--- src/rtl/xpt_pkg.sv ---
package xpt_pkg;

   // Flat position of one crosspoint inside the enable vector.
   function automatic int xpt_flat_index(input int row, input int col, input int cols);
      return row * cols + col;
   endfunction

endpackage

--- src/rtl/xpt_sync.sv ---
module xpt_sync #(
   parameter int WIDTH  = 1,
   parameter int STAGES = 2
) (
   input  logic             clk,
   input  logic             rst_n,
   input  logic [WIDTH-1:0] d_async,
   output logic [WIDTH-1:0] d_sync
);

   logic [WIDTH-1:0] chain [STAGES];

   generate
      for (genvar s = 0; s < STAGES; s++) begin : g_stage
         if (s == 0) begin : g_first
            always_ff @(posedge clk or negedge rst_n) begin
               if (!rst_n) chain[s] <= '0;
               else        chain[s] <= d_async;
            end
         end else begin : g_next
            always_ff @(posedge clk or negedge rst_n) begin
               if (!rst_n) chain[s] <= '0;
               else        chain[s] <= chain[s-1];
            end
         end
      end
   endgenerate

   assign d_sync = chain[STAGES-1];

endmodule

--- src/rtl/xpt_strobe_ctrl.sv ---
module xpt_strobe_ctrl
   import xpt_pkg::*;
#(
   parameter int ROWS = 4,
   parameter int COLS = 8,
   localparam int RA_W  = $clog2(ROWS),
   localparam int CA_W  = $clog2(COLS),
   localparam int IDX_W = $clog2(ROWS * COLS)
) (
   input  logic             clk,
   input  logic             rst_n,
   input  logic             stb_s,
   input  logic             data_s,
   input  logic             chip_sel,
   input  logic [RA_W-1:0]  row_sel,
   input  logic [CA_W-1:0]  col_sel,
   output logic             stb_fall,
   output logic             cs_cap,
   output logic             wr_en,
   output logic [IDX_W-1:0] wr_idx,
   output logic             wr_bit
);

   logic            stb_prev;
   logic            stb_rise;
   logic [RA_W-1:0] row_cap;
   logic [CA_W-1:0] col_cap;

   assign stb_rise = stb_s & ~stb_prev;
   assign stb_fall = ~stb_s & stb_prev;

   always_ff @(posedge clk or negedge rst_n) begin
      if (!rst_n) begin
         stb_prev <= 1'b0;
         row_cap  <= '0;
         col_cap  <= '0;
         cs_cap   <= 1'b0;
      end else begin
         stb_prev <= stb_s;
         if (stb_rise) begin
            row_cap <= row_sel;
            col_cap <= col_sel;
            cs_cap  <= chip_sel;
         end
      end
   end

   assign wr_en  = stb_fall & cs_cap;
   assign wr_idx = IDX_W'(xpt_flat_index(int'(row_cap), int'(col_cap), COLS));
   assign wr_bit = data_s;

endmodule

--- src/rtl/xpt_cell_bank.sv ---
module xpt_cell_bank #(
   parameter int N = 32,
   localparam int IDX_W = $clog2(N)
) (
   input  logic             clk,
   input  logic             rst_n,
   input  logic             clr,
   input  logic             wr_en,
   input  logic [IDX_W-1:0] wr_idx,
   input  logic             wr_bit,
   output logic [N-1:0]     cells
);

   generate
      for (genvar i = 0; i < N; i++) begin : g_cell
         always_ff @(posedge clk or negedge rst_n) begin
            if (!rst_n)                                  cells[i] <= 1'b0;
            else if (clr)                                cells[i] <= 1'b0;
            else if (wr_en && (wr_idx == IDX_W'(i)))     cells[i] <= wr_bit;
         end
      end
   endgenerate

endmodule

--- src/rtl/xpt_latch_array.sv ---
module xpt_latch_array #(
   parameter int ROWS        = 4,
   parameter int COLS        = 8,
   parameter int SYNC_STAGES = 2,
   localparam int RA_W  = $clog2(ROWS),
   localparam int CA_W  = $clog2(COLS),
   localparam int N     = ROWS * COLS,
   localparam int IDX_W = $clog2(N)
) (
   input  logic            clk,
   input  logic            rst_n,
   input  logic            strobe,
   input  logic            chip_sel,
   input  logic            wr_data,
   input  logic [RA_W-1:0] row_sel,
   input  logic [CA_W-1:0] col_sel,
   input  logic            master_clr,
   output logic [N-1:0]    sw_en
);

   generate
      if (ROWS < 2 || (1 << RA_W) != ROWS) begin : g_bad_rows
         $error("ROWS must be a power of two of at least 2");
      end
      if (COLS < 2 || (1 << CA_W) != COLS) begin : g_bad_cols
         $error("COLS must be a power of two of at least 2");
      end
      if (SYNC_STAGES < 2) begin : g_bad_sync
         $error("SYNC_STAGES must be at least 2");
      end
      if (N > 4096) begin : g_bad_size
         $error("matrix too large");
      end
   endgenerate

   logic [2:0]       raw_bus;
   logic [2:0]       sync_bus;
   logic             stb_s;
   logic             clr_s;
   logic             data_s;
   logic             stb_fall;
   logic             cs_cap;
   logic             wr_en;
   logic [IDX_W-1:0] wr_idx;
   logic             wr_bit;

   assign raw_bus = {master_clr, wr_data, strobe};
   assign stb_s   = sync_bus[0];
   assign data_s  = sync_bus[1];
   assign clr_s   = sync_bus[2];

   xpt_sync #(.WIDTH(3), .STAGES(SYNC_STAGES)) u_sync (
      .clk     (clk),
      .rst_n   (rst_n),
      .d_async (raw_bus),
      .d_sync  (sync_bus)
   );

   xpt_strobe_ctrl #(.ROWS(ROWS), .COLS(COLS)) u_ctrl (
      .clk      (clk),
      .rst_n    (rst_n),
      .stb_s    (stb_s),
      .data_s   (data_s),
      .chip_sel (chip_sel),
      .row_sel  (row_sel),
      .col_sel  (col_sel),
      .stb_fall (stb_fall),
      .cs_cap   (cs_cap),
      .wr_en    (wr_en),
      .wr_idx   (wr_idx),
      .wr_bit   (wr_bit)
   );

   xpt_cell_bank #(.N(N)) u_bank (
      .clk    (clk),
      .rst_n  (rst_n),
      .clr    (clr_s),
      .wr_en  (wr_en),
      .wr_idx (wr_idx),
      .wr_bit (wr_bit),
      .cells  (sw_en)
   );

endmodule

--- config.mk ---
export PLATFORM = sky130hd
export DESIGN_NAME = xpt_latch_array
export DESIGN_NICKNAME = d
export VERILOG_FILES = /design/src/rtl/xpt_pkg.sv /design/src/rtl/xpt_sync.sv /design/src/rtl/xpt_strobe_ctrl.sv /design/src/rtl/xpt_cell_bank.sv /design/src/rtl/xpt_latch_array.sv
export SDC_FILE = /design/constraint.sdc
export NUM_CORES = 1
export LEC_CHECK = 0
export ABC_AREA = 1
export BUFFER_PORTS_ARGS = -buffer_cell sky130_fd_sc_hd__buf_2
export CAP_MARGIN = 20
export CORE_ASPECT_RATIO = 0.6
export CORE_MARGIN = 2
export CORE_UTILIZATION = 45
export DETAILED_ROUTE_END_ITERATION = 12
export GPL_ROUTABILITY_DRIVEN = 1
export PLACE_DENSITY = 0.67
export SLEW_MARGIN = 20
export SYNTH_ARGS = -nofsm -noshare
export SYNTH_HDL_FRONTEND = slang
export SYNTH_SLANG_ARGS = --single-unit
--- constraint.sdc ---
create_clock -name clk -period 2.03 [get_ports clk]
set_input_delay 0.203 -clock clk [delete_from_list [all_inputs] [get_ports clk]]
set_output_delay 0.203 -clock clk [all_outputs]
set_load 0.02 [all_outputs]
# Yosys cells after proc, flatten, opt, wreduce, memory -nomap -nowiden
# Cells that the tools add are included.
dict set report word_totals {
  ff_bits 45
  in_bits 11
  latch_bits 0
  mem_bits_rw 0
  out_inout_bits 32
  mem_count 0
  rom_bits 0
}
dict set report classes {
  magnitude_cmp 0
  muxes 64
  n_bitwise 5
  multipliers 0
  n_eq_ne 31
  addsub 1
  div_mod_pow 0
  n_reduce_logical 65
  shift 0
}
# operator count
set op_table {}
lappend op_table {{equality test 5 bit, second input constant} 16}
lappend op_table {{2-to-1 mux 1 bit} 64}
lappend op_table {{nonzero test 2 bit} 32}
lappend op_table {{equality test 5 x 4 -> 1 bit, second input constant} 8}
lappend op_table {{logical AND 1 bit} 32}
lappend op_table {{equality test 5 x 3 -> 1 bit, second input constant} 4}
lappend op_table {{equality test 5 x 2 -> 1 bit, second input constant} 2}
lappend op_table {{adder 5 x 3 -> 5 bit} 1}
lappend op_table {{equality test 5 x 1 -> 1 bit, second input constant} 1}
lappend op_table {{logical NOT 5 bit} 1}
lappend op_table {{bitwise AND 1 bit} 3}
lappend op_table {{inverter 1 bit} 2}

# Logic depth before layout (Yosys ltp)
# Gate-level depths: netlist of the first run.
dict set report depth {
  ltp_word 6
  ltp_mapped 8
  depth_no_buf 8
}

# Cells and area by module
# From an unflattened synthesis of the first run, not the netlist that was laid out.
dict set report hier_totals {
  hier_cells 318
  area_unflattened_um2 2318.5
}
# module area_per_inst_um2 seq_area_each_um2 instances cells_per_inst
set by_module_without_submodules {}
lappend by_module_without_submodules {xpt_cell_bank 1844.3 800.8 1 277}
lappend by_module_without_submodules {xpt_strobe_ctrl 301.5 175.2 1 32}
lappend by_module_without_submodules {xpt_sync 172.7 150.1 1 9}

# Worst setup path before layout of the first run
# Ideal clock, no wire load.
dict set report synth_timing {
  kind {reg2reg}
  startpoint {register u_sync.chain (netlist bit u_sync.d_sync[0])}
  endpoint {register u_bank.cells[9]}
  t_arrival_ns 1.002
  path_stages_with_launch 8
  required_time_ns 1.917
  slack_ns 0.915
  setup_ns 0.113
  cell_sequence {dfrtp_1 -> inv_1 -> nand3_2 -> nor2_4 -> buf_2 -> nand3_1 -> nand2_1 -> inv_1}
}
dict set report synth_via {
  elab_chain_cells 5
}
# item line_no
set synth_rtl {}
lappend synth_rtl {{start: declaration} xpt_sync.sv:11} ;# logic [WIDTH-1:0] chain [STAGES];
lappend synth_rtl {{start signal: indexed assignment} xpt_sync.sv:23} ;# else chain[s] <= chain[s-1];
lappend synth_rtl {{inverter 1 bit} xpt_strobe_ctrl.sv:30} ;# assign stb_fall = ~stb_s & stb_prev;
lappend synth_rtl {{bitwise AND 1 bit} xpt_strobe_ctrl.sv:30}
lappend synth_rtl {{bitwise AND 1 bit} xpt_strobe_ctrl.sv:48} ;# assign wr_en = stb_fall & cs_cap;
lappend synth_rtl {{logical AND 1 bit} xpt_cell_bank.sv:19} ;# else if (wr_en && (wr_idx == IDX_W'(i))) cells[i] <= wr_bit;
lappend synth_rtl {{nonzero test 2 bit (no line)} -}
lappend synth_rtl {{end signal: indexed assignment} xpt_cell_bank.sv:19}
lappend synth_rtl {{end: declaration} xpt_cell_bank.sv:11} ;# output logic [N-1:0] cells
# No other way between the ends.
# A chain may end at the register's enable or synchronous reset.

# Worst setup path in the final report of the first run
dict set report layout_timing {
  startpoint {register u_sync.chain (netlist bit u_sync.d_sync[0])}
  endpoint {register u_bank.cells[0]}
}
# The elaborated chain is that of the path after synthesis.

==> flow_metrics.env, run 1 <==
export IMPL_drcViolationCount=0
export IMPL_avgSynthCellArea_um2=7.12
export IMPL_drive_above_1_share_pct=16.2
export IMPL_cp_max_fo=32
export IMPL_grt_pass1_vias=1680
export IMPL_ys_warn_count=0
export IMPL_met3_length_um=289
export IMPL_drt_pass1_iter_count=4
export IMPL_die_x_um=95.4
export IMPL_worstMarginPinSlew_ns=0.622
export IMPL_port_buffers=42
export IMPL_die_area_um2=5610
export IMPL_synth_top_area_cell="dfrtp_1"
export IMPL_fin_skew_ns=0.00559
export IMPL_drv_slew=0
export IMPL_nets=370
export IMPL_postSynthRegisterBits=45
export IMPL_setup_viol=0
export IMPL_row_count=19
export IMPL_p_per_area_nw_per_um2=647
export IMPL_synth_most_common_cell="nand2_1"
export IMPL_synth_top_cell_area_share_pct=49.9
export IMPL_peakVddDrop_mv=0.316
export IMPL_grt_ovfl_total=0
export IMPL_gp_congestion=0.785
export IMPL_synth_area_um2=2260
export IMPL_synthFlopType="dfrtp_1"
export IMPL_synthTopCellsByArea="dfrtp_1 (50%), nand2_1 (18%), nor2_1 (10%)"
export IMPL_post_drt_wl_per_cell_um=11.1
export IMPL_cts_setup_buffers=0
export IMPL_seq_area_frac_synth_pct=49.9
export IMPL_fin_area_um2=2600
export IMPL_ios=43
export IMPL_hpwl_um=3290
export IMPL_routed_wl_um=4660
export IMPL_grt_setup_unrepaired="false"
export IMPL_vias=1864
export IMPL_cts_tree="built"
export IMPL_postSynthCellCount=317
export IMPL_cts_sinks=45
export IMPL_antenna_cells=0
export IMPL_outcome="finished, final reports clean"
export IMPL_ctsHtreeMaxLevel=2
export IMPL_synth_edf_count=0
export IMPL_finalCritPeriodShare_pct=73.4
export IMPL_end_kind="register"
export IMPL_leakage_nw=1.55
export IMPL_root_buffer="clkbuf_8"
export IMPL_routed_top_layer="met4"
export IMPL_via_per_inst=4.43
export IMPL_area_growth_pct=15.2
export IMPL_chipHeight_um=58.8
export IMPL_max_slew_margin_pct=58.5
export IMPL_fin_tns_setup_ns=0
export IMPL_clk_pin_slew_ns=0.08
export IMPL_async_flop_share_pct=100
export IMPL_cts_path_max_buffers=2
export IMPL_cts_buffers=5
export IMPL_fill_cells=471
export IMPL_core_um2=4710
export IMPL_ys_types=19
export IMPL_maxCapViolations=0
export IMPL_grt_usage_pct=18.5
export IMPL_path_class="reg2reg"
export IMPL_wl_met1_um=2510
export IMPL_utilization_pct=55.2
export IMPL_final_hold_violation_count=0
export IMPL_hold_class="in2reg"
export IMPL_grt_max_degree=46
export IMPL_fmax_mhz=671
export IMPL_antenna_found_initial=0
export IMPL_synth_common_cells="nand2_1 (107), nor2_1 (60), dfrtp_1 (45), inv_1 (45), nand3_1 (23)"
export IMPL_synth_fp_nets=328
export IMPL_drtIter0Drc=134
export IMPL_post_dp_cell_area_um2=2500
export IMPL_antenna_left=0
export IMPL_min_period_ns=1.49
export IMPL_grt_pass1_wl_um=7960
export IMPL_wl_met2_um=1830
export IMPL_clk_insertion_delay_late_ns=0.29
export IMPL_initial_core_util_pct=47.9
export IMPL_final_hold_worst_slack_ns=0.0117
export IMPL_cp_arrival_ns=1.68
export IMPL_cp_required_ns=2.23
export IMPL_start_kind="register"
-- per-stage QoR --
stage | setup WS [ns] | total power, mW | instances
finish | 0.541 | 1.68 | 421
floorplan | 0.915 | 1.11 | 317
CTS | 0.552 | 1.69 | 420
global placement | 0.604 | 1.18 | 413
global route | 0.325 | 1.76 | 421
detailed placement | 0.556 | 1.18 | 413
-- cell usage in the layout, fill, tap and decap left out, types with 2 or more instances in the layout --
cell	synthesis	routed
a21oi_1	5	5
inv_1	45	45
o21ai_0	3	3
buf_2	6	42
nand3_1	23	23
dlygate4sd3_1	0	2
inv_2	2	2
buf_4	4	2
nand2_1	107	107
nor2_1	60	60
dfrtp_1	45	45
clkbuf_8	0	5
nor3_1	9	9
-- power by group --
group          leakage [nW]  total [mW]  switching, mW  internal (mW)
clock network        0.0399       0.520          0.293          0.227
registers             0.595       0.953         0.0277          0.925
logic                 0.919       0.208          0.152         0.0555
total                  1.55        1.68          0.473           1.21
-- worst max-delay path: stages (launching register included) --
cell and delay (ns):
dfrtp_1 0.38, inv_1 0.09, nand3_2 0.11, nor2_4 0.50, nand3_1 0.16, nand2_1 0.11, inv_1 0.04
-- final cells by class --
| class | count | area, µm² | share of cell area, % |
|---|---|---|---|
| multi-input combinational | 213 | 878 | 33.8 |
| sequential | 45 | 1130 | 43.3 |
| inverter | 47 | 176 | 6.79 |
| tap | 63 | 78.8 | 3.03 |
| clock buffer | 5 | 68.8 | 2.65 |
| timing repair buffer | 47 | 265 | 10.2 |
| clock inverter | 1 | 5.00 | 0.193 |
-- registers in the layout, indices dropped and copies added, names as in the netlist --
| name | flops |
|---|---|
| u_sync.d_sync | 3 |
| u_ctrl.cs_cap | 1 |
| u_bank.cells | 32 |
| u_ctrl.col_cap | 3 |
| u_ctrl.stb_prev | 1 |
| u_ctrl.row_cap | 2 |
| u_sync.chain | 3 |
-- repair_timing --
item / 4_1_cts / 5_1_grt
setup endpoints to repair: 0 / 0
hold buffers: 1 / 1
hold endpoints to repair: 45 / 1
gates resized for setup: 0 / 0
-- final timing paths --
check / slack [ns] / to / start / cells past startpoint
max: 0.54 / u_bank.cells[0]$_DFFE_PN0P_ / u_sync.d_sync[0]$_DFF_PN0_ / 6
min: 0.01 / u_sync.chain[5]$_DFF_PN0_ / master_clr / 1
max reg2reg: 0.54 / u_bank.cells[0]$_DFFE_PN0P_ / u_sync.d_sync[0]$_DFF_PN0_ / 6
min reg2reg: 0.35 / u_sync.d_sync[2]$_DFF_PN0_ / u_sync.chain[5]$_DFF_PN0_ / 0
max in group asynchronous: 1.40 / u_bank.cells[1]$_DFFE_PN0P_ / rst_n / 3
min in group asynchronous: 0.40 / u_bank.cells[24]$_DFFE_PN0P_ / rst_n / 3
-- cells by family after synthesis --
logic type / after synthesis / share of synthesized area [%]
AOI/OAI and AO/OA: 8 / 1.77
DFF: 45 / 49.9
and+or+nand+nor: 205 / 37.2
buffers and inverters: 59 / 11.1
-- metal layers --
metal  up-vias  global-route usage, %
li1       1022                      -
met1       788                   28.6
met2        49                   26.3
met3         5                   4.23
met4         0                   4.90
met5         -                      0
No activity file was read; power rests on OpenSTA's default activity.
==> run 2: changes to the inputs <==
PLACE_DENSITY = 0.7   (was 0.67)
clock period = 1.2 ns   (was 2.03 ns; I/O delays follow)
==> flow_metrics.env, run 2 (same netlist as run 1, synthesis figures left out) <==
export IMPL_drcViolationCount=0
export IMPL_power_frac_comb_pct=15.6
export IMPL_path_class="reg2reg"
export IMPL_hpwl_um=3540
export IMPL_antenna_left=0
export IMPL_max_slew_margin_pct=83.8
export IMPL_vias=2074
export IMPL_rr_worst_depth=6
export IMPL_cts_path_max_buffers=2
export IMPL_p_per_area_nw_per_um2=1130
export IMPL_peakVddDrop_mv=0.607
export IMPL_hold_class="in2reg"
export IMPL_drive_above_1_share_pct=30.7
export IMPL_maxCapViolations=0
export IMPL_drtIter0Drc=107
export IMPL_violations="negative setup slack"
export IMPL_grt_util_met3_pct=4.74
export IMPL_cp_max_fo=5
export IMPL_fill_cells=430
export IMPL_grt_ovfl_total=0
export IMPL_grt_busiest_layer="met1"
export IMPL_use_met2_pct=28.6
export IMPL_largest_reg_flops=32
export IMPL_core_um2=4710
export IMPL_path_buf_inv=2
export IMPL_hold_path_startpoint="row_sel[1]"
export IMPL_most_common_layout_cells="nand2_1 (99), buf_2 (42), dfrtp_1 (41)"
export IMPL_grt_setup_unrepaired="true"
export IMPL_die_area_um2=5610
export IMPL_clk_insertion_delay_late_ns=0.30
export IMPL_via_per_inst=4.75
export IMPL_fin_area_um2=2980
export IMPL_outcome="finished, violations left"
export IMPL_hold_depth=3
export IMPL_chipHeight_um=58.8
export IMPL_cp_arrival_ns=1.47
export IMPL_area_growth_pct=31.9
export IMPL_final_hold_worst_slack_ns=0.0634
export IMPL_p_int_mw=2.43
export IMPL_use_met1_pct=30.2
export IMPL_post_drt_wl_per_cell_um=12.0
export IMPL_grt_pass1_vias=1826
export IMPL_grt_max_degree=46
export IMPL_seq_power_share_pct=48.8
export IMPL_gp_congestion=0.806
export IMPL_path_delay_family="simple AND/OR/NAND/NOR gates"
export IMPL_cts_buffers=5
export IMPL_crit_chain="inv_1 > buf_4 > nor2_2 > nand2_1 > nor3_2 > nor2_1"
export IMPL_r2r_start="u_ctrl.col_cap[1]$_DFFE_PN0P_"
export IMPL_clk_pin_slew_ns=0.08
export IMPL_drv_slew=0
export IMPL_r2r_slack_ns=-0.08
export IMPL_seq_area_um2=1130
export IMPL_p_sw_share_pct=27.5
export IMPL_leakage_nw=1.66
export IMPL_cp_required_ns=1.40
export IMPL_multi_input_area_um2=1030
export IMPL_utilization_pct=63.2
export IMPL_start_kind="register"
export IMPL_grt_usage_pct=19.9
export IMPL_fmax_mhz=784
export IMPL_die_x_um=95.4
export IMPL_cp_slowest_cell="dfrtp_2"
export IMPL_finalCritPeriodShare_pct=106
export IMPL_ios=43
export IMPL_rr_endpoint="u_bank.cells[30]$_DFFE_PN0P_"
export IMPL_fin_skew_ns=0.00394
export IMPL_grt_pass1_wl_um=8500
export IMPL_max_stage_delay_ns=0.46
export IMPL_ctsHtreeMaxLevel=2
export IMPL_largest_register="u_bank.cells"
export IMPL_row_count=19
export IMPL_clkPwrFrac_pct=35.6
export IMPL_antenna_found_initial=0
export IMPL_final_hold_violation_count=0
export IMPL_drt_pass1_iter_count=4
export IMPL_port_buffers=42
export IMPL_min_period_ns=1.28
export IMPL_p_sw_mw=0.924
export IMPL_min_to="u_ctrl.row_cap[1]$_DFFE_PN0P_"
export IMPL_worstMarginPinSlew_ns=0.243
export IMPL_cts_tree="built"
export IMPL_nets=384
export IMPL_root_buffer="clkbuf_8"
export IMPL_antenna_cells=0
export IMPL_post_dp_cell_area_um2=2620
export IMPL_setup_slack_ns=-0.0751
export IMPL_setup_viol=5
export IMPL_initial_core_util_pct=47.9
export IMPL_routed_wl_um=5250
export IMPL_cts_sinks=45
export IMPL_final_common_cell="nand2_1"
export IMPL_end_kind="register"
[run 2: how the worst max path moves through the flow]
stage	start	end	slack, ns	cells past startpoint
detailed placement	u_ctrl.col_cap[1]$_DFFE_PN0P_	u_bank.cells[8]$_DFFE_PN0P_	-0.05	6
global placement	u_ctrl.col_cap[1]$_DFFE_PN0P_	u_bank.cells[8]$_DFFE_PN0P_	0.0005	6
global route	u_ctrl.col_cap[1]$_DFFE_PN0P_	u_bank.cells[30]$_DFFE_PN0P_	-0.16	6
CTS	u_ctrl.row_cap[0]$_DFFE_PN0P_	u_bank.cells[6]$_DFFE_PN0P_	-0.02	6
finish	u_ctrl.col_cap[1]$_DFFE_PN0P_	u_bank.cells[30]$_DFFE_PN0P_	-0.08	6
floorplan	u_sync.d_sync[0]$_DFF_PN0_	u_bank.cells[9]$_DFFE_PN0P_	0.09	7
[run 2: cell type report]
class                           count  share of cell area [%]
Clock inverter                      1                    1.01
Multi-Input combinational cell    213                    34.5
Timing Repair Buffer               61                    15.0
Inverter                           47                    5.93
Clock buffer                        7                    2.90
Sequential cell                    45                    38.0
Tap cell                           63                    2.65
[run 2: power groups by stage]
stage | Sequential [mW] | Combinational [mW] | Clock [mW]
after floorplan | 1.65 | 0.223 | 0
after global placement | 1.64 | 0.402 | 0
after detailed placement | 1.64 | 0.408 | 0
after CTS | 1.61 | 0.424 | 1.22
after global routing | 1.64 | 0.578 | 1.29
final | 1.64 | 0.524 | 1.20
[run 2: worst reg2reg max path, stage by stage (launching register included)]
cell and delay (ns):
dfrtp_2 0.46, inv_1 0.09, buf_4 0.15, nor2_2 0.11, nand2_1 0.11, nor3_2 0.18
nor2_1 0.07
[run 2: routing by layer]
metal / wire [µm] / share of wire [%]
met1: 2720 / 52
met2: 2210 / 42
met3: 283 / 5.4
met4: 43 / 0.82
met5: 0 / 0
[run 2: through the flow]
step	setup slack, ns	instances	power (mW)	setup TNS, ns
finish	-0.0751	437	3.35	-0.0948
floorplan	0.0852	317	1.87	0
detailed placement	-0.0522	421	2.05	-0.129
CTS	-0.0195	433	3.25	-0.0585
global route	-0.164	437	3.51	-2.28
global placement	0.000509	421	2.04	0
[run 2: what timing repair did]
item | in CTS | in global routing
hold endpoints to repair | 48 | 0
endpoints found under the setup margin | 10 | 33
hold buffers | 4 | 0
gates resized for setup | 4 | 52
cloned | 0 | 1
buffers inserted | 0 | 3
pin swaps | 0 | 6
